===== config.mk =====
export PLATFORM = sky130hd
export DESIGN_NAME = uart_tx_lc
export DESIGN_NICKNAME = d
export VERILOG_FILES = /design/src/rtl/uart_tx_lc_pkg.sv /design/src/rtl/uart_tx_lc_fifo.sv /design/src/rtl/uart_tx_lc_baud.sv /design/src/rtl/uart_tx_lc_shift.sv /design/src/rtl/uart_tx_lc.sv
export SDC_FILE = /design/constraint.sdc
export NUM_CORES = 1
export LEC_CHECK = 0
export BUFFER_PORTS_ARGS = -buffer_cell sky130_fd_sc_hd__buf_2
export CORE_ASPECT_RATIO = 0.8
export CORE_UTILIZATION = 45
export CTS_CLUSTER_SIZE = 30
export DETAILED_ROUTE_END_ITERATION = 7
export GPL_TIMING_DRIVEN = 0
export PLACE_DENSITY = 0.67
export SLEW_MARGIN = 20
export SYNTH_ARGS = -nofsm -noshare
export SYNTH_HDL_FRONTEND = slang
export SYNTH_HIERARCHICAL = 1
export SYNTH_SLANG_ARGS = --single-unit

===== constraint.sdc =====
create_clock -name clk -period 6.85 [get_ports clk]
set_clock_uncertainty 0.15 [all_clocks]
set_input_delay 1.37 -clock clk [delete_from_list [all_inputs] [get_ports clk]]
set_output_delay 1.37 -clock clk [all_outputs]
set_load 0.005 [all_outputs]

===== src/rtl/uart_tx_lc_pkg.sv =====
package uart_tx_lc_pkg;
    // register word offsets
    localparam int A_DATA = 0;
    localparam int A_LCR  = 1;
    localparam int A_DIV  = 2;
    localparam int A_STAT = 3;
    localparam int A_FCTL = 4;
    localparam int A_FIDX = 5;

    // line-control bit positions
    localparam int LC_TXEN  = 0;
    localparam int LC_RXEN  = 1;
    localparam int LC_CH8   = 2;
    localparam int LC_STOP2 = 3;
    localparam int LC_PEN   = 4;
    localparam int LC_PODD  = 5;
    localparam int LC_BRK   = 9;

    // status bit positions
    localparam int ST_OVF     = 1;
    localparam int ST_DIVBUSY = 5;

    // queue-control bit positions
    localparam int FC_EN   = 0;
    localparam int FC_RSTA = 2;
    localparam int FC_RSTB = 3;

    typedef enum logic [2:0] {
        SH_IDLE  = 3'd0,
        SH_START = 3'd1,
        SH_DATA  = 3'd2,
        SH_PAR   = 3'd3,
        SH_STOP  = 3'd4
    } sh_state_e;

    typedef struct packed {
        logic ch8;
        logic stop2;
        logic pen;
        logic podd;
    } frame_cfg_t;
endpackage


===== src/rtl/uart_tx_lc_fifo.sv =====
module uart_tx_lc_fifo #(
    parameter int DEPTH = 16,
    parameter int W     = 8
) (
    input  logic                         clk,
    input  logic                         rst_n,
    input  logic                         clr,
    input  logic                         push,
    input  logic [W-1:0]                 wdata,
    input  logic                         pop,
    output logic [W-1:0]                 rdata,
    output logic [$clog2(DEPTH+1)-1:0]   level,
    output logic                         full,
    output logic                         empty
);
    localparam int AW = (DEPTH > 1) ? $clog2(DEPTH) : 1;
    localparam int CW = $clog2(DEPTH + 1);

    typedef struct packed {
        logic [AW-1:0] wp;
        logic [AW-1:0] rp;
        logic [CW-1:0] cnt;
    } fifo_st_t;

    fifo_st_t q, d;
    logic [W-1:0] mem [DEPTH];
    logic push_ok, pop_ok;

    assign full    = (q.cnt == CW'(DEPTH));
    assign empty   = (q.cnt == '0);
    assign push_ok = push && !full && !clr;
    assign pop_ok  = pop && !empty && !clr;
    assign rdata   = mem[q.rp];
    assign level   = q.cnt;

    always_comb begin
        d = q;
        if (clr) begin
            d = '0;
        end else begin
            if (push_ok) d.wp = (q.wp == AW'(DEPTH - 1)) ? '0 : q.wp + 1'b1;
            if (pop_ok)  d.rp = (q.rp == AW'(DEPTH - 1)) ? '0 : q.rp + 1'b1;
            case ({push_ok, pop_ok})
                2'b10:   d.cnt = q.cnt + 1'b1;
                2'b01:   d.cnt = q.cnt - 1'b1;
                default: d.cnt = q.cnt;
            endcase
        end
    end

    always_ff @(posedge clk or negedge rst_n) begin
        if (!rst_n) q <= '0;
        else        q <= d;
    end

    always_ff @(posedge clk) begin
        if (push_ok) mem[q.wp] <= wdata;
    end
endmodule


===== src/rtl/uart_tx_lc_baud.sv =====
module uart_tx_lc_baud #(
    parameter int DIV_W    = 10,
    parameter int BIT_MULT = 16
) (
    input  logic             clk,
    input  logic             rst_n,
    input  logic             run,
    input  logic [DIV_W-1:0] div,
    output logic             tick
);
    localparam int MW = (BIT_MULT > 1) ? $clog2(BIT_MULT) : 1;
    localparam int CW = DIV_W + MW + 1;

    logic [CW-1:0] cnt_q, cnt_d, limit;

    assign limit = (CW'(div) + CW'(1)) * CW'(BIT_MULT) - CW'(1);
    assign tick  = run && (cnt_q == limit);

    always_comb begin
        if (!run)      cnt_d = '0;
        else if (tick) cnt_d = '0;
        else           cnt_d = cnt_q + 1'b1;
    end

    always_ff @(posedge clk or negedge rst_n) begin
        if (!rst_n) cnt_q <= '0;
        else        cnt_q <= cnt_d;
    end
endmodule


===== src/rtl/uart_tx_lc_shift.sv =====
module uart_tx_lc_shift
    import uart_tx_lc_pkg::*;
#(
    parameter int DW = 8
) (
    input  logic          clk,
    input  logic          rst_n,
    input  logic          load,
    input  logic [DW-1:0] ldata,
    input  frame_cfg_t    cfg,
    input  logic          tick,
    output logic          line,
    output logic          busy
);
    localparam int BW = $clog2(DW);

    typedef struct packed {
        sh_state_e     st;
        logic [DW-1:0] sh;
        logic [BW-1:0] bitn;
        logic          par;
        logic          stop_second;
        frame_cfg_t    cfg;
    } shift_st_t;

    shift_st_t q, d;
    logic [BW-1:0] last_bit;

    assign last_bit = q.cfg.ch8 ? BW'(DW - 1) : BW'(DW - 2);
    assign busy     = (q.st != SH_IDLE);

    always_comb begin
        d = q;
        case (q.st)
            SH_IDLE: begin
                if (load) begin
                    d.st          = SH_START;
                    d.sh          = ldata;
                    d.cfg         = cfg;
                    d.bitn        = '0;
                    d.stop_second = 1'b0;
                    d.par         = cfg.podd ^ (cfg.ch8 ? ^ldata : ^ldata[DW-2:0]);
                end
            end
            SH_START: if (tick) d.st = SH_DATA;
            SH_DATA: begin
                if (tick) begin
                    d.sh = q.sh >> 1;
                    if (q.bitn == last_bit) d.st = q.cfg.pen ? SH_PAR : SH_STOP;
                    else                    d.bitn = q.bitn + 1'b1;
                end
            end
            SH_PAR: if (tick) d.st = SH_STOP;
            SH_STOP: begin
                if (tick) begin
                    if (q.cfg.stop2 && !q.stop_second) d.stop_second = 1'b1;
                    else                               d.st = SH_IDLE;
                end
            end
            default: d.st = SH_IDLE;
        endcase
    end

    always_comb begin
        case (q.st)
            SH_START: line = 1'b0;
            SH_DATA:  line = q.sh[0];
            SH_PAR:   line = q.par;
            default:  line = 1'b1;
        endcase
    end

    always_ff @(posedge clk or negedge rst_n) begin
        if (!rst_n) q <= '{st: SH_IDLE, default: '0};
        else        q <= d;
    end
endmodule


===== src/rtl/uart_tx_lc.sv =====
module uart_tx_lc
    import uart_tx_lc_pkg::*;
#(
    parameter int ADDR_W  = 3,
    parameter int REG_W   = 16,
    parameter int DEPTH   = 16,
    parameter int DIV_W   = 10,
    parameter int OVS     = 16,
    parameter int REF_DIV = 1,
    parameter int DIV_RST = 7
) (
    input  logic              clk,
    input  logic              rst_n,
    input  logic              reg_wr,
    input  logic [ADDR_W-1:0] reg_addr,
    input  logic [REG_W-1:0]  reg_wdata,
    output logic [REG_W-1:0]  reg_rdata,
    output logic              txd
);
    localparam int BIT_MULT = OVS * REF_DIV;
    localparam int LVL_W    = $clog2(DEPTH + 1);
    localparam int CHAR_W   = 8;
    localparam logic [REG_W-1:0] LCR_MASK =
        REG_W'((1 << LC_TXEN) | (1 << LC_RXEN) | (1 << LC_CH8) | (1 << LC_STOP2) |
               (1 << LC_PEN) | (1 << LC_PODD) | (1 << LC_BRK));

    typedef struct packed {
        logic [REG_W-1:0] lcr;
        logic [REG_W-1:0] div;
        logic             fen;
        logic             rst_a;
        logic             rst_b;
        logic             ovf;
    } regs_t;

    regs_t q, d;

    logic              wr_data, wr_lcr, wr_div, wr_stat, wr_fctl;
    logic              busy, pop, clr, full, empty, tick, line;
    logic [CHAR_W-1:0] head;
    logic [LVL_W-1:0]  level;
    frame_cfg_t        cfg;

    assign wr_data = reg_wr && (reg_addr == ADDR_W'(A_DATA));
    assign wr_lcr  = reg_wr && (reg_addr == ADDR_W'(A_LCR));
    assign wr_div  = reg_wr && (reg_addr == ADDR_W'(A_DIV));
    assign wr_stat = reg_wr && (reg_addr == ADDR_W'(A_STAT));
    assign wr_fctl = reg_wr && (reg_addr == ADDR_W'(A_FCTL));

    assign clr = q.rst_a || q.rst_b;
    assign pop = !busy && q.lcr[LC_TXEN] && !empty && !clr;

    assign cfg.ch8   = q.lcr[LC_CH8];
    assign cfg.stop2 = q.lcr[LC_STOP2];
    assign cfg.pen   = q.lcr[LC_PEN];
    assign cfg.podd  = q.lcr[LC_PODD];

    always_comb begin
        d = q;
        // a pending queue reset lasts one cycle
        d.rst_a = 1'b0;
        d.rst_b = 1'b0;
        if (wr_data && full)           d.ovf = 1'b1;
        if (wr_stat && reg_wdata[ST_OVF]) d.ovf = 1'b0;
        if (wr_lcr)                    d.lcr = reg_wdata & LCR_MASK;
        if (wr_div && !busy)           d.div = reg_wdata;
        if (wr_fctl) begin
            d.fen   = reg_wdata[FC_EN];
            d.rst_a = reg_wdata[FC_RSTA];
            d.rst_b = reg_wdata[FC_RSTB];
        end
    end

    always_ff @(posedge clk or negedge rst_n) begin
        if (!rst_n) q <= '{div: REG_W'(DIV_RST), default: '0};
        else        q <= d;
    end

    always_comb begin
        reg_rdata = '0;
        case (reg_addr)
            ADDR_W'(A_LCR):  reg_rdata = q.lcr;
            ADDR_W'(A_DIV):  reg_rdata = q.div;
            ADDR_W'(A_STAT): begin
                reg_rdata[ST_OVF]     = q.ovf;
                reg_rdata[ST_DIVBUSY] = busy;
            end
            ADDR_W'(A_FCTL): begin
                reg_rdata[FC_EN]   = q.fen;
                reg_rdata[FC_RSTA] = q.rst_a;
                reg_rdata[FC_RSTB] = q.rst_b;
            end
            ADDR_W'(A_FIDX): reg_rdata = REG_W'(level);
            default:         reg_rdata = '0;
        endcase
    end

    uart_tx_lc_fifo #(.DEPTH(DEPTH), .W(CHAR_W)) u_fifo (
        .clk   (clk),
        .rst_n (rst_n),
        .clr   (clr),
        .push  (wr_data),
        .wdata (reg_wdata[CHAR_W-1:0]),
        .pop   (pop),
        .rdata (head),
        .level (level),
        .full  (full),
        .empty (empty)
    );

    uart_tx_lc_baud #(.DIV_W(DIV_W), .BIT_MULT(BIT_MULT)) u_baud (
        .clk   (clk),
        .rst_n (rst_n),
        .run   (busy),
        .div   (q.div[DIV_W-1:0]),
        .tick  (tick)
    );

    uart_tx_lc_shift #(.DW(CHAR_W)) u_shift (
        .clk   (clk),
        .rst_n (rst_n),
        .load  (pop),
        .ldata (head),
        .cfg   (cfg),
        .tick  (tick),
        .line  (line),
        .busy  (busy)
    );

    assign txd = q.lcr[LC_BRK] ? 1'b0 : line;
endmodule


# Word level (Yosys, flattened, before mapping)
# Memory sizes are Yosys's and may differ from the RTL's.
# Index checks and enable logic that the tools add are counted.
# Widths: inputs -> output; s select.
# op_classes
n_addsub	8
n_mul	0
div	0
order_cmp	0
eq_ne	25
n_shift	0
muxes	37
bitwise_logic	1
n_reduce_logical	40
# op_table
operator	count
$mux 15	2
$pmux 11 s2	1
$mux 3	7
$mux 20	1
$pmux 10 s2	1
$logic_and 1x1->1	17
$mux 4	4
$add 15x1->15 const B	1
$eq 15x15->1	1
$pmux 3 s5	1
$sub 15x1->15 const B	1
$mux 14	1
$ne 2x2->1 const B	7
$mux 13	1
$eq 3x2->1 const B	4
$add 10x1->11 const B	1
$pmux 5 s2	1
$reduce_bool 2->1	5
$eq 3x3->1 const B	3
$mux 1	9
$pmux 1 s3	3
$add 4x1->4 const B	2
$eq 4x4->1 const B	2
$pmux 1 s4	2
24 further kinds	33
# totals
register_bits	75
latchBits	0
ram_bits	128
rom_bits	0
memories	1
# mem_list
memory	depth	word_bits	read_ports	rd_ports_with_merged_regs	write_ports	line_no	text
u_fifo.mem	16	8	1	0	1	uart_tx_lc_fifo.sv:26	logic [W-1:0] mem [DEPTH];

# Depth between registers and ports, before layout
# logic_depth
ltp_word	10
depth_mapped	14

# Cells and area by module
# Netlist, hierarchy kept.
# modules_own_cells
module	n_inst	cells_per_inst	area_per_inst_um2
uart_tx_lc_fifo	1	333	5913.2
uart_tx_lc_baud	1	169	1386.3
uart_tx_lc	1	110	1348.8
uart_tx_lc_shift	1	118	1198.6

# Least setup slack after synthesis
# Ideal clock, no wire load.
# synth_timing
kind	input port to flip-flop
startpoint	input reg_addr[2]
endpoint	memory u_fifo.mem[0][0], enable pin
setup_ns	0.383
arrival_ns	3.573
t_required_ns	6.317
path_slack_ns	2.743
stages	7
cell_sequence	buf_6 > clkbuf_1 > nor3_1 > inv_1 > a211oi_1 > nand2_1 > nor3_1
# synth_via
elab_chain_cells	6
# synth_lines
item	line_no	text
from (decl)	uart_tx_lc.sv:15	input logic [ADDR_W-1:0] reg_addr,
$logic_not 3->1	uart_tx_lc.sv:44	assign wr_data = reg_wr && (reg_addr == ADDR_W'(A_DATA));
$logic_and 1x1->1	uart_tx_lc.sv:44	
named net wr_data	uart_tx_lc.sv:38	logic wr_data, wr_lcr, wr_div, wr_stat, wr_fctl;
$logic_and 1x1->1 (2 in a row)	uart_tx_lc_fifo.sv:31	assign push_ok = push && !full && !clr;
$mux 1	uart_tx_lc_fifo.sv:57	if (push_ok) mem[q.wp] <= wdata;
$mux 1 (not written as such)	uart_tx_lc_fifo.sv:57	
to (decl)	uart_tx_lc_fifo.sv:26	
# The timed path passes the listed nets, and every way through them passes these cells.

# Final worst setup path
# layout_timing
startpoint	input reg_addr[2]
endpoint	memory u_fifo.mem[3][2], enable pin
# The elaborated chain is that of the path after synthesis.

==> results.txt <==
Outcome = finished, final reports clean
Reg2reg start = u_shift/q[18]
Post_cts resized = 0
Sw Ratio = 34.3%
Post-synth top area share = 39.0%
CTS tree = yes
Synth async-reset ratio = 36.6%
Critical path class = in2reg
CP max stage delay = 0.83 ns
Avg Cell Area, Syn = 13.5 sq um
Row count = 48
Max capacitance violation total = 0
Yosys Warn Count = 6
Clk root buf = clkbuf_16
I/O pin count = 39
Rel. slew slack = 35.2%
Setup TNS = 0 ns
Detail Placement HPWL = 14.3 mm
Clock latency on the worst-skew pair = 0.53 ns
Ant diodes = 0
Crit path cell chain = buf_6, clkbuf_1, nor3_1, inv_1, a211oi_1, nand2_1, nor3_2
Worst path depth = 7
Core area = 21500 sq um
Max Slew Vio Count = 0
P_sw = 0.00147 W
Pleak = 4.09 nW
CP Launch Type = primary input
DRT iter0 DRCs = 466
Post-route total power = 0.00429 W
P per Cell Area = 387 nW/um^2
Global Route Usage Sum = 19.6%
Worst min path class = reg2reg
Total gr overflow = 0
Antenna Violating Nets Remaining = 0
Worst setup path startpoint = reg_addr[2]
Die Height = 134 microns
Vias in the first global route = 5943
Synth Register Bits = 202
Setup bufs post-CTS = 0
Place WS = 1.96 ns
Fin nets = 827
Synth area leader = edfxtp_1
CTS Sinks = 202
Crit-path max FO = 10
Worst-margin pin slew = 0.967 ns
Most used routing layer = met1
Post-synth cell types = 81
Register-to-register setup slack = 2.50 ns
# setup viols final = 0
Vias per cell = 5.71
Worst setup EP type = register
Residual DRC = 0
Internal power = 0.00282 W
Gpl congestion = 0.829
First drt pass iteration count = 5
Port bufs = 36
RSZ-0062 raised after global routing = false
Layout cells sized above 1 = 23.4%
Syn nets = 765
Synth area leaders = edfxtp_1 (39%), dfrtp_1 (18%), mux4_2 (7.3%)
Reg2Reg Depth = 11
Hold_buf cts = 0
Initial antenna violation count = 0
CP delay by family, top = simple AND/OR/NAND/NOR gates
Vias = 6179
Combinational power share = 37.3%
Final Hold Viols = 0
Top_reg_cell synth = edfxtp_1
VDD IR max = 256 uV
Mapped Cells = 730
Met2 usage = 28.9%
CP bufs+invs = 3
Initial Utilization = 45.8%
Global-route wire length before repair = 34.1 mm
Cell Area, Synth = 9850 sq um
CTS Buf Count = 22
Setup ws final = 2.42 ns
Clock slew at reported path FFs = 0.06 ns
Largest net degree at the start of global routing = 42
WL final = 21.2 mm
Post-synth EDFFs = 128
WP data required = 6.83 ns
Clk pwr share = 25.2%
Met3 Use GR = 3.01%
Area delta synth->final = 12.6%
Register area share after synthesis = 57.9%
Worst Setup EP = u_fifo/mem[3][2]
Worst path slowest cell = nor3_1
Final period utilization = 64.6%
FF-to-FF End = u_fifo/level[4]
Met1 GRT Util = 30.5%
CTS H-tree depth = 1
Worst EP arrival = 4.41 ns
Die area = 22500 sq um
Max Root-Sink Buffers = 3
Highest clock rate = 226 MHz
Die X = 167 microns
Sequential power share = 37.5%
WL per Instance = 19.6 microns
Minimum clock period = 4.43 ns
how the worst min path moves through the flow:
stage / depth (start not counted) / start / end / slack [ns]
6_report: 1 / u_baud/cnt_q[0] / u_baud/cnt_q[0] / 0.33
5_1_grt: 1 / u_baud/cnt_q[0] / u_baud/cnt_q[0] / 0.35
4_1_cts: 1 / u_baud/cnt_q[0] / u_baud/cnt_q[0] / 0.33
3_5_place_dp: 1 / u_baud/cnt_q[0] / u_baud/cnt_q[0] / 0.32
3_3_place_gp: 1 / u_baud/cnt_q[0] / u_baud/cnt_q[0] / 0.31
2_1_floorplan: 1 / u_baud/cnt_q[0] / u_baud/cnt_q[0] / 0.29
area by class of cell:
class	count	area [sq um]
Inverter	10	37.5
Multi-Input combinational cell	473	3860
Fill cell	1813	10400
Buffer	45	280
Sequential cell	202	5700
Clock buffer	28	573
Tap cell	275	344
Timing Repair Buffer	38	208
Clock inverter	12	85.1
layout by cell type (no fill, tap or decap), types with 6 or more instances in the layout:
| cell | Yosys | final |
|---|---|---|
| mux2_2 | 26 | 26 |
| buf_4 | 14 | 15 |
| edfxtp_1 | 128 | 128 |
| xnor2_1 | 29 | 29 |
| nand4_1 | 8 | 8 |
| a31oi_1 | 12 | 12 |
| and2_1 | 7 | 7 |
| dfrtp_1 | 71 | 71 |
| o21ai_1 | 7 | 7 |
| buf_6 | 7 | 7 |
| and3_1 | 12 | 12 |
| a21oi_1 | 17 | 17 |
| xor2_1 | 10 | 10 |
| mux2_1 | 8 | 8 |
| a22oi_1 | 7 | 7 |
| clkinv_1 | 1 | 6 |
| mux2i_1 | 12 | 12 |
| clkbuf_16 | 0 | 22 |
| nor2b_1 | 12 | 12 |
| inv_1 | 8 | 8 |
| a211oi_1 | 10 | 10 |
| nor3_1 | 10 | 6 |
| o21ai_0 | 12 | 12 |
| clkbuf_1 | 15 | 21 |
| nand2_1 | 64 | 64 |
| mux4_2 | 32 | 32 |
| nor2_1 | 61 | 61 |
| nand2b_1 | 6 | 6 |
| ha_1 | 12 | 12 |
| nand3_1 | 22 | 22 |
| buf_2 | 5 | 41 |
layer usage:
metal,share of wire (%),vias to the layer above
met3,6.3,28
met5,0,-
met2,44,208
li1,-,2875
met1,48,3068
met4,1.8,0
kinds of logic after synthesis:
family	after synthesis	synth area share [%]
flip-flops	202	57.9
multiplexers	79	12.6
AO/OA/AOI/OAI	104	8.08
adder cells (fa/ha/maj)	13	1.73
XOR/XNOR	42	4.15
buffers and inverters	55	3.23
AND/OR/NAND/NOR	235	12.4
power groups by stage:
stage / registers (W) / logic (W) / clock network (W)
after CTS: 0.00161 / 0.00160 / 0.00110
final: 0.00161 / 0.00160 / 0.00108
after global placement: 0.00162 / 0.00156 / 0
after floorplan: 0.00158 / 0.00126 / 0
after detailed placement: 0.00163 / 0.00159 / 0
after global routing: 0.00163 / 0.00175 / 0.00116
registers in the layout, summed over array words and instances (netlist names):
signal,flops
u_fifo/mem,128
cfg,4
q,23
u_fifo/level,5
u_fifo/q,8
u_baud/cnt_q,15
u_shift/q,19
through the flow:
| stage | hold WS, ns | utilization, % | instance area, sq um | instances |
|---|---|---|---|---|
| after floorplan | 0.289 | - | 9850 | 730 |
| after global routing | 0.348 | 51.5 | 11100 | 1083 |
| final | 0.327 | 51.5 | 11100 | 1083 |
| after global placement | 0.311 | 48.2 | 10400 | 1041 |
| after detailed placement | 0.320 | 48.5 | 10400 | 1043 |
| after CTS | 0.332 | 51.5 | 11100 | 1083 |
worst reg2reg max path, cell delays in order, from the launching register on:
cell      delay (ns)
dfrtp_1         0.47
buf_6           0.19
inv_2           0.07
nand2_1         0.34
nor4b_2         0.66
o21ai_1         0.37
a211oi_1        0.71
ha_1            0.40
a21oi_1         0.18
nand2_1         0.10
or4_1           0.47
a31oi_1         0.17
synthesized netlist by cell type, types with 5 or more instances:
cell type / n
buf_4: 14
nand4_1: 8
xnor2_1: 29
mux2i_1: 12
a31oi_1: 12
nor3_1: 10
a22oi_1: 7
mux2_2: 26
nor2_1: 61
buf_6: 7
o211ai_1: 5
mux4_2: 32
buf_2: 5
inv_1: 8
xor2_1: 10
dfrtp_1: 71
o21ai_1: 7
nand3_1: 22
mux2_1: 8
a21oi_1: 17
and3_1: 12
a211oi_1: 10
edfxtp_1: 128
o21ai_0: 12
ha_1: 12
nand2_1: 64
clkbuf_1: 15
nand2b_1: 6
nor2b_1: 12
and2_1: 7
(Power assumes the default switching activity.)
